==> src/rtl/exc_entry_pkg.sv <==
package exc_entry_pkg;

  typedef enum logic [2:0] {
    EXC_RESET = 3'd0,
    EXC_UNDEF = 3'd1,
    EXC_SWI   = 3'd2,
    EXC_PABT  = 3'd3,
    EXC_DABT  = 3'd4,
    EXC_IRQ   = 3'd5,
    EXC_FIQ   = 3'd6
  } excKind_e;

  // Mode codes written into status[4:0]
  localparam logic [4:0] MODE_SVC = 5'b10011;
  localparam logic [4:0] MODE_UND = 5'b11011;
  localparam logic [4:0] MODE_ABT = 5'b10111;
  localparam logic [4:0] MODE_IRQ = 5'b10010;
  localparam logic [4:0] MODE_FIQ = 5'b10001;

  // Status bit positions
  localparam int unsigned BIT_TSTATE = 5;
  localparam int unsigned BIT_FMASK  = 6;
  localparam int unsigned BIT_IMASK  = 7;
  localparam int unsigned BIT_AMASK  = 8;
  localparam int unsigned BIT_ENDIAN = 9;

  // Strobes from control to datapath
  typedef struct packed {
    logic     take;
    excKind_e kind;
  } ctrlStrobe_t;

endpackage

==> src/rtl/exc_entry_sel.sv <==
module exc_entry_sel
  import exc_entry_pkg::*;
(
  input  logic        resetReq,
  input  logic        undefReq,
  input  logic        swiReq,
  input  logic        pabortReq,
  input  logic        dabortReq,
  input  logic        irqReq,
  input  logic        fiqReq,
  input  logic        execValid,
  input  logic        atBoundary,
  input  logic        irqMasked,
  input  logic        fiqMasked,
  output ctrlStrobe_t strobe
);

  logic fiqLive;
  logic irqLive;
  logic pabtLive;
  logic undefLive;
  logic swiLive;

  always_comb begin
    fiqLive   = fiqReq && atBoundary && !fiqMasked;
    irqLive   = irqReq && atBoundary && !irqMasked;
    pabtLive  = pabortReq && execValid;
    undefLive = undefReq && execValid;
    swiLive   = swiReq && execValid;
  end

  // Fixed precedence: reset, data abort, fiq, irq, prefetch abort, undef, swi
  always_comb begin
    strobe.take = 1'b1;
    strobe.kind = EXC_RESET;
    if (resetReq)       strobe.kind = EXC_RESET;
    else if (dabortReq) strobe.kind = EXC_DABT;
    else if (fiqLive)   strobe.kind = EXC_FIQ;
    else if (irqLive)   strobe.kind = EXC_IRQ;
    else if (pabtLive)  strobe.kind = EXC_PABT;
    else if (undefLive) strobe.kind = EXC_UNDEF;
    else if (swiLive)   strobe.kind = EXC_SWI;
    else                strobe.take = 1'b0;
  end

endmodule

==> src/rtl/exc_entry_dp.sv <==
module exc_entry_dp
  import exc_entry_pkg::*;
#(
  parameter int unsigned          ADDR_W    = 32,
  parameter int unsigned          STATUS_W  = 32,
  parameter logic [ADDR_W-1:0]    HIGH_BASE = 32'hFFFF_0000
) (
  input  logic                clk,
  input  logic                rstN,
  input  ctrlStrobe_t         strobe,
  input  logic [STATUS_W-1:0] curStatus,
  input  logic [ADDR_W-1:0]   curAddr,
  input  logic [ADDR_W-1:0]   nextAddr,
  input  logic                highVec,
  input  logic                endianOnEntry,
  output logic                entryValid,
  output logic [STATUS_W-1:0] newStatus,
  output logic [STATUS_W-1:0] savedStatus,
  output logic [ADDR_W-1:0]   linkAddr,
  output logic [4:0]          targetMode,
  output logic [ADDR_W-1:0]   vectorAddr
);

  localparam logic [ADDR_W-1:0] STEP4 = ADDR_W'(4);
  localparam logic [ADDR_W-1:0] STEP8 = ADDR_W'(8);

  logic [4:0]          modeNext;
  logic [ADDR_W-1:0]   offsetNext;
  logic [ADDR_W-1:0]   linkNext;
  logic                setF;
  logic                setA;
  logic [STATUS_W-1:0] statusNext;
  logic [ADDR_W-1:0]   vecNext;

  always_comb begin
    modeNext   = MODE_SVC;
    offsetNext = '0;
    linkNext   = curAddr + STEP4;
    setF       = 1'b0;
    setA       = 1'b1;
    unique case (strobe.kind)
      EXC_RESET: begin modeNext = MODE_SVC; offsetNext = ADDR_W'(8'h00); setF = 1'b1; end
      EXC_UNDEF: begin modeNext = MODE_UND; offsetNext = ADDR_W'(8'h04); setA = 1'b0; end
      EXC_SWI:   begin modeNext = MODE_SVC; offsetNext = ADDR_W'(8'h08); setA = 1'b0; end
      EXC_PABT:  begin modeNext = MODE_ABT; offsetNext = ADDR_W'(8'h0C); end
      EXC_DABT:  begin modeNext = MODE_ABT; offsetNext = ADDR_W'(8'h10); linkNext = curAddr + STEP8; end
      EXC_IRQ:   begin modeNext = MODE_IRQ; offsetNext = ADDR_W'(8'h18); linkNext = nextAddr + STEP4; end
      EXC_FIQ:   begin modeNext = MODE_FIQ; offsetNext = ADDR_W'(8'h1C); linkNext = nextAddr + STEP4;
                       setF = 1'b1; end
      default:   begin modeNext = MODE_SVC; end
    endcase
  end

  always_comb begin
    statusNext             = curStatus;
    statusNext[4:0]        = modeNext;
    statusNext[BIT_TSTATE] = 1'b0;
    statusNext[BIT_IMASK]  = 1'b1;
    statusNext[BIT_ENDIAN] = endianOnEntry;
    if (setF) statusNext[BIT_FMASK] = 1'b1;
    if (setA) statusNext[BIT_AMASK] = 1'b1;
    vecNext = (highVec ? HIGH_BASE : '0) | offsetNext;
  end

  always_ff @(posedge clk or negedge rstN) begin
    if (!rstN) begin
      entryValid  <= 1'b0;
      newStatus   <= '0;
      savedStatus <= '0;
      linkAddr    <= '0;
      targetMode  <= '0;
      vectorAddr  <= '0;
    end else begin
      entryValid <= strobe.take;
      if (strobe.take) begin
        newStatus  <= statusNext;
        targetMode <= modeNext;
        vectorAddr <= vecNext;
        if (strobe.kind != EXC_RESET) begin
          savedStatus <= curStatus;
          linkAddr    <= linkNext;
        end
      end
    end
  end

endmodule

==> src/rtl/exc_entry_ctrl.sv <==
module exc_entry_ctrl
  import exc_entry_pkg::*;
#(
  parameter int unsigned       ADDR_W    = 32,
  parameter int unsigned       STATUS_W  = 32,
  parameter logic [ADDR_W-1:0] HIGH_BASE = 32'hFFFF_0000
) (
  input  logic                clk,
  input  logic                rstN,
  input  logic                resetReq,
  input  logic                undefReq,
  input  logic                swiReq,
  input  logic                pabortReq,
  input  logic                dabortReq,
  input  logic                irqReq,
  input  logic                fiqReq,
  input  logic                execValid,
  input  logic                atBoundary,
  input  logic [STATUS_W-1:0] curStatus,
  input  logic [ADDR_W-1:0]   curAddr,
  input  logic [ADDR_W-1:0]   nextAddr,
  input  logic                highVec,
  input  logic                endianOnEntry,
  output logic                entryValid,
  output logic [STATUS_W-1:0] newStatus,
  output logic [STATUS_W-1:0] savedStatus,
  output logic [ADDR_W-1:0]   linkAddr,
  output logic [4:0]          targetMode,
  output logic [ADDR_W-1:0]   vectorAddr
);

  ctrlStrobe_t strobe;

  exc_entry_sel u_sel (
    .resetReq   (resetReq),
    .undefReq   (undefReq),
    .swiReq     (swiReq),
    .pabortReq  (pabortReq),
    .dabortReq  (dabortReq),
    .irqReq     (irqReq),
    .fiqReq     (fiqReq),
    .execValid  (execValid),
    .atBoundary (atBoundary),
    .irqMasked  (curStatus[BIT_IMASK]),
    .fiqMasked  (curStatus[BIT_FMASK]),
    .strobe     (strobe)
  );

  exc_entry_dp #(
    .ADDR_W    (ADDR_W),
    .STATUS_W  (STATUS_W),
    .HIGH_BASE (HIGH_BASE)
  ) u_dp (
    .clk           (clk),
    .rstN          (rstN),
    .strobe        (strobe),
    .curStatus     (curStatus),
    .curAddr       (curAddr),
    .nextAddr      (nextAddr),
    .highVec       (highVec),
    .endianOnEntry (endianOnEntry),
    .entryValid    (entryValid),
    .newStatus     (newStatus),
    .savedStatus   (savedStatus),
    .linkAddr      (linkAddr),
    .targetMode    (targetMode),
    .vectorAddr    (vectorAddr)
  );

endmodule

==> config.mk <==
export PLATFORM = sky130hd
export DESIGN_NAME = exc_entry_ctrl
export DESIGN_NICKNAME = d
export VERILOG_FILES = /design/src/rtl/exc_entry_pkg.sv /design/src/rtl/exc_entry_sel.sv /design/src/rtl/exc_entry_dp.sv /design/src/rtl/exc_entry_ctrl.sv
export SDC_FILE = /design/constraint.sdc
export NUM_CORES = 1
export LEC_CHECK = 0
export BUFFER_PORTS_ARGS = -buffer_cell sky130_fd_sc_hd__buf_2
export CAP_MARGIN = 20
export CELL_PAD_IN_SITES_DETAIL_PLACEMENT = 0
export CELL_PAD_IN_SITES_GLOBAL_PLACEMENT = 2
export CORE_MARGIN = 3
export CORE_UTILIZATION = 29
export CTS_BUF_LIST = sky130_fd_sc_hd__clkbuf_16
export DETAILED_ROUTE_END_ITERATION = 8
export PLACE_DENSITY = 0.9
export SETUP_SLACK_MARGIN = 0.5
export SLEW_MARGIN = 20
export SYNTH_ARGS = -nofsm -noshare
export SYNTH_HDL_FRONTEND = slang
export SYNTH_SLANG_ARGS = --single-unit
==> constraint.sdc <==
create_clock -name clk -period 1.5 [get_ports clk]
set_clock_uncertainty 0.2 [all_clocks]
set_input_delay 0.375 -clock clk [delete_from_list [all_inputs] [get_ports clk]]
set_output_delay 0.375 -clock clk [all_outputs]
set_load 0.01 [all_outputs]
# After elaboration in Yosys (flattened, before gate mapping)

Index checks and enable logic that the tools add are counted.

$add $sub $neg: 3
Equality and inequality tests: 6
Muxes and demuxes: 21
Bitwise operators: 1
Reductions and logical operators: 16

Operators with widths:

| kind                                                             | count |
|---|---|
| 32-bit by 3-bit adder with 32-bit output (second input constant) | 2 |
| 32-bit case mux with 2 select lines                              | 1 |
| 32-bit by 4-bit adder with 32-bit output (second input constant) | 1 |
| 32-bit two-way mux                                               | 1 |
| 32-bit by 5-bit OR with 32-bit output                            | 1 |
| 5-bit case mux with 6 select lines                               | 1 |
| 3-bit two-way mux                                                | 6 |
| 4-bit case mux with 4 select lines                               | 1 |
| 1-bit two-way mux                                                | 10 |
| 3-bit == test (second input constant)                            | 3 |
| 2-bit OR reduction                                               | 4 |
| 1-bit logical AND                                                | 7 |
| 3-bit by 2-bit == test with 1-bit output (second input constant) | 2 |
| 3-bit by 1-bit == test with 1-bit output (second input constant) | 1 |
| 3-bit logical NOT                                                | 1 |
| 3-bit nonzero test                                               | 1 |
| 1-bit logical NOT                                                | 2 |
| 2-bit two-way mux                                                | 1 |
| 2-bit AND reduction                                              | 1 |

Flip-flop bits (word level): 133
Input port bits: 109
Output and inout bits: 134
Logic and storage cells: 53

# Depth between registers and ports, before layout

Gate-level depths: netlist of run 1.

Word-level depth: 12
Gate-level depth with buffers: 12
Depth with buffers taken out: 10

# Cells and area by module

From an unflattened synthesis of run 1, not the netlist that was laid out.

Cells, all modules: 698
Area total of the unflattened synthesis: 6068.3 um^2

Modules (own cells, without submodules):

| module        | instances | cells each | area each (um^2) |
|---|---|---|---|
| exc_entry_dp  | 1         | 682        | 5967.0 |
| exc_entry_sel | 1         | 16         | 101.3 |

# Worst setup path after synthesis of run 1

Ideal clock, no wire load.

Path kind: input to register
Start point: input port fiqReq
End point: register u_dp.linkAddr[24]
Arrival: 2918 ps
Path slack: -1712 ps
Cell stages on the path: 12
Buffers on the path: 2
Cell sequence: nor2b_2 -> o211ai_4 -> buf_4 -> buf_2 -> mux2_2 -> ha_1 -> nand3_1 -> nor3_1 -> mux2i_2 -> nor3_1 -> xor2_1 -> a221oi_2

Word-level cells in the longest chain between the ends: 8
Elaborated cells on any way between the ends: 15

Ends and longest elaborated chain:

| what                                | line                 | text |
|---|---|---|
| start, declared                     | exc_entry_ctrl.sv:16 | `input logic fiqReq,` |
| 1-bit logical AND * (2 in series)   | exc_entry_sel.sv:25  | `fiqLive = fiqReq && atBoundary && !fiqMasked;` |
| 3-bit two-way mux                   | exc_entry_sel.sv:38  | `else if (fiqLive) strobe.kind = EXC_FIQ;` |
| 3-bit two-way mux                   | exc_entry_sel.sv:37  | `else if (dabortReq) strobe.kind = EXC_DABT;` |
| 3-bit two-way mux                   | exc_entry_sel.sv:36  | `if (resetReq) strobe.kind = EXC_RESET;` |
| 3-bit == test                       | exc_entry_dp.sv:41   | `unique case (strobe.kind)` |
| 2-bit OR reduction (no source line) | --                   |  |
| 32-bit case mux with 2 select lines | exc_entry_dp.sv:41   |  |
| end signal, assigned                | exc_entry_dp.sv:81   | `linkAddr <= linkNext;` |
| end, declared                       | exc_entry_dp.sv:19   | `output logic [ADDR_W-1:0] linkAddr,` |

Every way passes the cells marked *; elsewhere a longest branch is shown, timed or not.
A chain may end at the register's enable or synchronous reset.

# Final worst setup path of run 1

Same ends and word-level chain as after synthesis.

==> impl_results.md, run 1 <==
- FP Rows: between 50 and 60
- CP Launch Point: fiqReq
- Library cells used by synthesis: 65
- Worst slack, placed: -1.12 ns
- Grt ovf: 0
- Hpwl dp: roughly 17 mm
- Largest net degree at the start of global routing: 32
- Antenna Nets Post-Route: 0
- Placed cell count: roughly 1200
- FF-to-FF path depth: 3
- Routed len/inst: 17.6 um
- CP max stage cell: mux2_4
- DRC viols: 0
- DR vias/cell: approximately 4.7
- Family with the most delay on the worst path: multiplexers
- Insertion delay to the later sink of the worst-skew pair: ~0.36 ns
- Synthesized cell area: roughly 6300 um^2
- Final period util: 150%
- First-pass GRT wire length: ~36 mm
- Seq/Total Area, Yosys: approximately two fifths
- Antenna violations before repair: 0
- Final Max Tran Viols: 0
- CTS tree: done
- Total GRT Usage: between 15 and 20%
- Number of H-tree levels: 3
- Clock sink count: between 90 and 100
- Area growth syn-to-layout: 77.5%
- Pleak: between 5 and 6 nW
- Crit path cell chain: buf_2 > nor2b_4 > o211ai_4 > mux2_4 > ha_4 > nand3_4 > nor3_4 > mux2i_4 > buf_12 > nor3_2 > xor2_1 > a221oi_2
- CP Data Arrival Time: about 2.3 ns
- WP depth: 12
- R2R Path End: u_dp.savedStatus[6]$_DFFE_PN0P_
- Synth Instances: approximately 620
- Worst Path Required: around 1.6 ns
- R2R Setup Slk: approximately 0.27 ns
- Setup crit end kind: flip-flop
- Synth warn: 0
- Clk buf depth: 2
- CTS root buf: clkbuf_16
- Synth Flop Type: dfrtp_1
- Nets: between 1000 and 1500
- Crit path capture: u_dp.linkAddr[24]$_DFFE_PN0P_
- Final core occ: between 50% and 60%
- Fin. Hold Viols: approximately 100
- Vias: approximately 6400
- Power Dens Cells: 789 nW/um^2
- Crit path time final: around 2.2 ns
- Status: complete, but fails checks
- Fraction of synthesis flops using an asynchronous set or reset pin: between 90% and 100%
- Crit start category: input pin
- #FFs+latches synth: just under 100
- Layout Cells excl Fill: around 1400
- Buf+Inv Stages, Crit Path: 2
- Post-synth EDFFs: 0
- Failing checks: hold timing, setup timing
- Worst setup margin: -0.744 ns
- GPL Wtd Cong: about 0.85
- Worst hold path class: in -> async
- Port-buffer cells: 228
- Initial Util: 29.7%
- Slowest stage delay, CP: 0.35 ns
- Setup violation total in the final timing report: about 130
- Syn_area_per_cell: 10.2 um^2
- Dpl cell area: 8840 um^2
- Setup CP Type: in -> reg
- WL final: 23.9 mm
- Diode count: 0
- Peak VDD IR: approximately 0.46 mV
- Total CTS buffers: 9
- RSZ-0062 raised after global routing: yes
- Layout cells sized above 1: between 60% and 70%
- Max Cap Viol: 0
- Drt pass-1 iters: 4
- Number of global-route vias before repair: around 6400
- Die span in x: 153 um
- Hold slack: -0.324 ns
- Crit Path Max Fanout: 9
- Max Fclk: ~450 MHz
- Critical R2R Launch: u_dp.savedStatus[6]$_DFFE_PN0P_
- Final Cell Area: 11100 um^2
- Initial drt markers: 298
- Core area: approximately 21000 um^2
- Die ar.: about 23000 um^2
- Chip height: between 150 and 200 um
- Clock slew at reported path FFs: 0.08 ns
- IO Pins: approximately 240
through the flow:
stage | setup TNS (ns) | total power [mW]
6_report | -58.68 | 8.80
5_1_grt | -64.74 | 9.22
4_1_cts | -55.58 | 8.52
3_5_place_dp | -79.34 | 5.44
3_3_place_gp | -78.78 | 5.40
2_1_floorplan | -47.36 | 4.38
power breakdown:
group | leakage (nW) | switching [mW] | internal [mW] | total, mW
Sequential | 1.14 | 0.213 | 2.99 | 3.20
Combinational | 4.13 | 1.34 | 1.82 | 3.16
Clock | 0.152 | 1.23 | 1.20 | 2.43
Total | 5.43 | 2.78 | 6.01 | 8.80
sequential cells by signal, indices dropped and copies added, names as in the netlist:
register,flops
u_dp.linkAddr,32
u_dp.savedStatus,32
u_dp.newStatus,26
u_dp.targetMode,4
u_dp.vectorAddr,4
u_dp.entryValid,1
cell usage after synthesis (2+ instances only):
| cell type | count | share of area (%) |
|---|---|---|
| xor2_1 | 24 | 3.3 |
| nand2_1 | 38 | 2.3 |
| nand2b_1 | 3 | 0.30 |
| o22ai_1 | 8 | 0.80 |
| o2111ai_1 | 3 | 0.42 |
| nand4_4 | 3 | 1.0 |
| nand4_1 | 14 | 1.4 |
| o21ai_0 | 28 | 2.2 |
| a211o_1 | 5 | 0.70 |
| nor4_1 | 3 | 0.30 |
| a221oi_2 | 2 | 0.48 |
| clkbuf_8 | 4 | 0.88 |
| nand3_1 | 34 | 2.7 |
| or3_1 | 3 | 0.30 |
| nor3_1 | 11 | 0.88 |
| xnor2_1 | 34 | 4.7 |
| a31oi_1 | 3 | 0.30 |
| inv_1 | 8 | 0.48 |
| o21a_1 | 2 | 0.24 |
| a211oi_1 | 3 | 0.36 |
| nor2_1 | 47 | 2.8 |
| buf_4 | 43 | 5.1 |
| and4_1 | 2 | 0.28 |
| and3_2 | 2 | 0.24 |
| o22a_1 | 2 | 0.28 |
| a32oi_1 | 2 | 0.28 |
| and3_1 | 7 | 0.70 |
| o221ai_1 | 4 | 0.56 |
| nor4_4 | 2 | 0.68 |
| buf_6 | 4 | 0.72 |
| mux2i_1 | 28 | 4.5 |
| ha_1 | 2 | 0.40 |
| buf_2 | 11 | 0.88 |
| dfrtp_1 | 99 | 39 |
| o211ai_1 | 11 | 1.3 |
| clkbuf_1 | 6 | 0.36 |
| a21oi_1 | 15 | 1.2 |
| o21ai_1 | 3 | 0.24 |
| mux2_2 | 64 | 11 |
| and2_1 | 3 | 0.30 |
cell families (layout without fill, tap and decap cells):
| kind of cell | count (synthesis) | count (layout) | synth area share (%) |
|---|---|---|---|
| compound gates | 100 | 100 | 11.0 |
| other cells | 1 | 14 | 0.0597 |
| flops | 99 | 99 | 39.5 |
| fa+ha+maj | 2 | 2 | 0.398 |
| mux | 93 | 94 | 16.2 |
| simple gates | 186 | 186 | 16.4 |
| xor+xnor | 58 | 58 | 8.09 |
| buf+inv | 76 | 527 | 8.45 |
how the worst min path moves through the flow:
stage,from,endpoint,slack [ns],cells past startpoint
floorplan,rstN,u_dp.entryValid$_DFF_PN0_,-0.12,0
global placement,rstN,u_dp.savedStatus[30]$_DFFE_PN0P_,0.05,1
detailed placement,rstN,u_dp.savedStatus[30]$_DFFE_PN0P_,0.05,1
CTS,rstN,u_dp.newStatus[29]$_DFFE_PN0P_,-0.33,1
global route,rstN,u_dp.newStatus[29]$_DFFE_PN0P_,-0.33,1
finish,rstN,u_dp.newStatus[29]$_DFFE_PN0P_,-0.32,1
worst register-to-register path: stages, from the launching register on:
cell and delay, ns:
dfrtp_1 0.40, buf_4 0.14, buf_4 0.13, mux2_4 0.25
repair_timing:
item,in CTS,in global routing
endpoints found under the setup margin,219,219
gates cloned,12,5
setup buffers,76,34
gates resized for setup,125,59
pin swaps,18,17
endpoints found under the hold margin,99,99
routing by layer:
layer  vias to the layer above  track usage, %  wire, um
li1                       3095               -         -
met3                        26            3.28      1260
met5                         -               0         0
met4                         0            5.18       342
met2                       222            33.1     11900
met1                      3067            25.2     10300
cell usage in the layout, fill, tap and decap left out, types with 5 or more instances in the layout:
master     count
buf_4        205
a21oi_1        9
buf_6         77
conb_1        14
mux2i_1       27
buf_16        10
nand4_1       14
clkbuf_16     14
nor2_1        44
o22ai_1        8
o211ai_1      11
dfrtp_1       98
mux2_2        21
o21ai_1       20
xor2_1        24
xnor2_1       34
o21ai_0        7
buf_2        182
nand2_1       29
a211o_1        5
mux2_4        44
inv_1          7
a21oi_2        7
nand3_1       30
nand2_2        7
buf_12        16
nor3_1         5
buf_8          8
and3_1         7
final cells by class:
type	instances	area (um^2)
clock buffer	9	225
inverter	8	32.5
sequential	99	2480
fill	1846	10000
multi-input combinational	454	3810
timing repair buffer	503	4160
clock inverter	7	91.3
tap	275	344
(Power assumes the default switching activity.)
==> run 2, diff against run 1 <==
--- a/config.mk
+++ b/config.mk
@@ -9,11 +9,12 @@
 export CAP_MARGIN = 20
 export CELL_PAD_IN_SITES_DETAIL_PLACEMENT = 0
 export CELL_PAD_IN_SITES_GLOBAL_PLACEMENT = 2
+export CORE_ASPECT_RATIO = 0.8
 export CORE_MARGIN = 3
 export CORE_UTILIZATION = 29
 export CTS_BUF_LIST = sky130_fd_sc_hd__clkbuf_16
 export DETAILED_ROUTE_END_ITERATION = 8
-export PLACE_DENSITY = 0.9
+export PLACE_DENSITY = 0.89
 export SETUP_SLACK_MARGIN = 0.5
 export SLEW_MARGIN = 20
 export SYNTH_ARGS = -nofsm -noshare
==> impl_results.md, run 2 (synthesis results as in run 1) <==
- First-pass GRT wire length: 33.2 mm
- Insertion delay to the later sink of the worst-skew pair: ~0.34 ns
- Worst slack, placed: -1.18 ns
- GPL Wtd Cong: 0.882
- Fillers: around 1900
- Drt pass-1 iters: 4
- Status: complete, but fails checks
- Clk buf depth: 2
- Power Dens Cells: 801 nW/um^2
- Switching power: around 2.6 mW
- Die ar.: between 20000 and 25000 um^2
- Initial Util: 29.9%
- CTS tree: done
- Port-buffer cells: around 230
- Hpwl dp: between 15 and 20 mm
- Storage cell area: between 2000 and 2500 um^2
- Clock power share: between 20% and 30%
- Number of global-route vias before repair: 5861
- Max Fclk: between 400 and 500 MHz
- Crit start category: input pin
- Grt ovf: 0
- Setup TNS: -38.79 ns
- Comb pwr share: about a third
- Clock slew at reported path FFs: ~0.080 ns
- Antenna violations before repair: 0
- CP Data Arrival Time: approximately 2.4 ns
- Setup violation total in the final timing report: between 100 and 150
- Clock sink count: around 100
- Hold slack: -0.252 ns
- Crit Path Max Fanout: 5
- Area growth syn-to-layout: 68.3%
- Final Max Tran Viols: 0
- Nets: about 1100
- Vias: between 6000 and 7000
- Peak VDD IR: around 0.53 mV
- Chip height: roughly 140 um
- RSZ-0062 raised after global routing: yes
- Final period util: 155%
- Failing checks: hold timing, setup timing
- Slowest stage delay, CP: 0.35 ns
- Initial drt markers: 330
- Pleak: a little over 5 nW
- CTS root buf: clkbuf_16
- Fin. Hold Viols: 18
- DR vias/cell: around 4.9
- Worst hold path class: in -> async
- Setup CP Type: in -> reg
- CP max stage cell: mux2_4
- Max Cap Viol: 0
- Regs by FF count: u_dp.linkAddr (32), u_dp.savedStatus (32), u_dp.newStatus (26)
- Antenna Nets Post-Route: 0
- Multi-input gate area: 3790 um^2
- Crit path cell chain: buf_6 > nor2b_4 > o211ai_4 > mux2_4 > ha_4 > nand3_4 > nor3_4 > mux2i_4 > buf_12 > nor3_2 > xor2_1 > a221oi_2
- Sequential power share: between 30 and 40%
- IO Pins: around 240
- Total power: 8.47 mW
- WL final: around 24 mm
- Family with the most delay on the worst path: multiplexers
- Layout cells sized above 1: slightly below 60%
- DRC viols: 0
- Largest net degree at the start of global routing: 31
- Sw Share: between 30% and 40%
- Crit path time final: approximately 2.3 ns
- Die span in x: between 150 and 200 um
- Buf+Inv Stages, Crit Path: 2
- Worst setup margin: -0.826 ns
- Total CTS buffers: 9
- Total GRT Usage: a little under a fifth
- Diode count: 0
- Power Internal: about 6 mW
- Most frequent cells in the layout: 180 x buf_2, 179 x buf_4, 97 x dfrtp_1
- Routed len/inst: between 15 and 20 um
- Commonest non-fill, non-tap cell in the layout: buf_2
- Core area: around 21000 um^2
- Worst Path Required: approximately 1.6 ns
- Setup crit end kind: flip-flop
- Number of H-tree levels: 3
- FP Rows: 47
- Final core occ: 50.3%
==> run 2: repair_timing <==
action | 4_1_cts | 5_1_grt
cloned | 7 | 5
setup endpoints to repair | 219 | 219
hold endpoints to repair | 18 | 18
pin swaps | 11 | 16
gates resized for setup | 58 | 85
setup buffers | 14 | 47
==> run 2: worst register-to-register path, delay by kind of cell (launching register included) <==
kind / cells / cell delay [ns]
buf+inv: 1 / 0.16
flops: 1 / 0.53
mux: 1 / 0.25
==> run 2: final cells by class <==
type | instances | share of cell area [%]
clock inverters | 7 | 0.722
flip-flops and latches | 99 | 23.5
clock buffers | 9 | 2.13
repair buffers | 451 | 34.3
inverters | 8 | 0.308
well taps | 269 | 3.18
multi-input cells | 454 | 35.9
==> run 2: per-layer routing <==
metal	part of all wire, %	track usage, %
met2	45	28.0
met5	0	0
met4	0.69	2.21
met3	6.5	4.33
met1	48	26.7
==> run 2: metrics by stage <==
step                      instance area, um^2  instances
after global placement                   8890       1208
final                                   10600       1297
after CTS                                9710       1245
after global routing                    10600       1297
after detailed placement                 8890       1208
after floorplan                          6690        628
==> run 2: power by group through the flow <==
stage	sequential, mW	combinational, mW	clock [mW]
after floorplan	3.37	1.01	0
after global placement	3.23	2.20	0
after detailed placement	3.24	2.22	0
after CTS	3.21	2.42	2.48
after global routing	3.25	3.04	2.59
final	3.21	2.84	2.42
==> run 2: path summary, 6_finish.rpt <==
check                                           startpoint                              end  slack [ns]  cells past startpoint
setup / recovery                                    irqReq    u_dp.linkAddr[24]$_DFFE_PN0P_       -0.83                     12
hold / removal                                        rstN        u_dp.entryValid$_DFF_PN0_       -0.25                      1
max in group asynchronous                             rstN   u_dp.targetMode[2]$_DFFE_PN0P_        0.87                      2
hold reg to reg            u_dp.savedStatus[9]$_DFFE_PN0P_  u_dp.savedStatus[9]$_DFFE_PN0P_        0.31                      1
min in group clk                                   highVec  u_dp.vectorAddr[30]$_DFFE_PN0P_        0.06                      2
setup reg to reg           u_dp.vectorAddr[30]$_DFFE_PN0P_  u_dp.vectorAddr[30]$_DFFE_PN0P_        0.25                      2
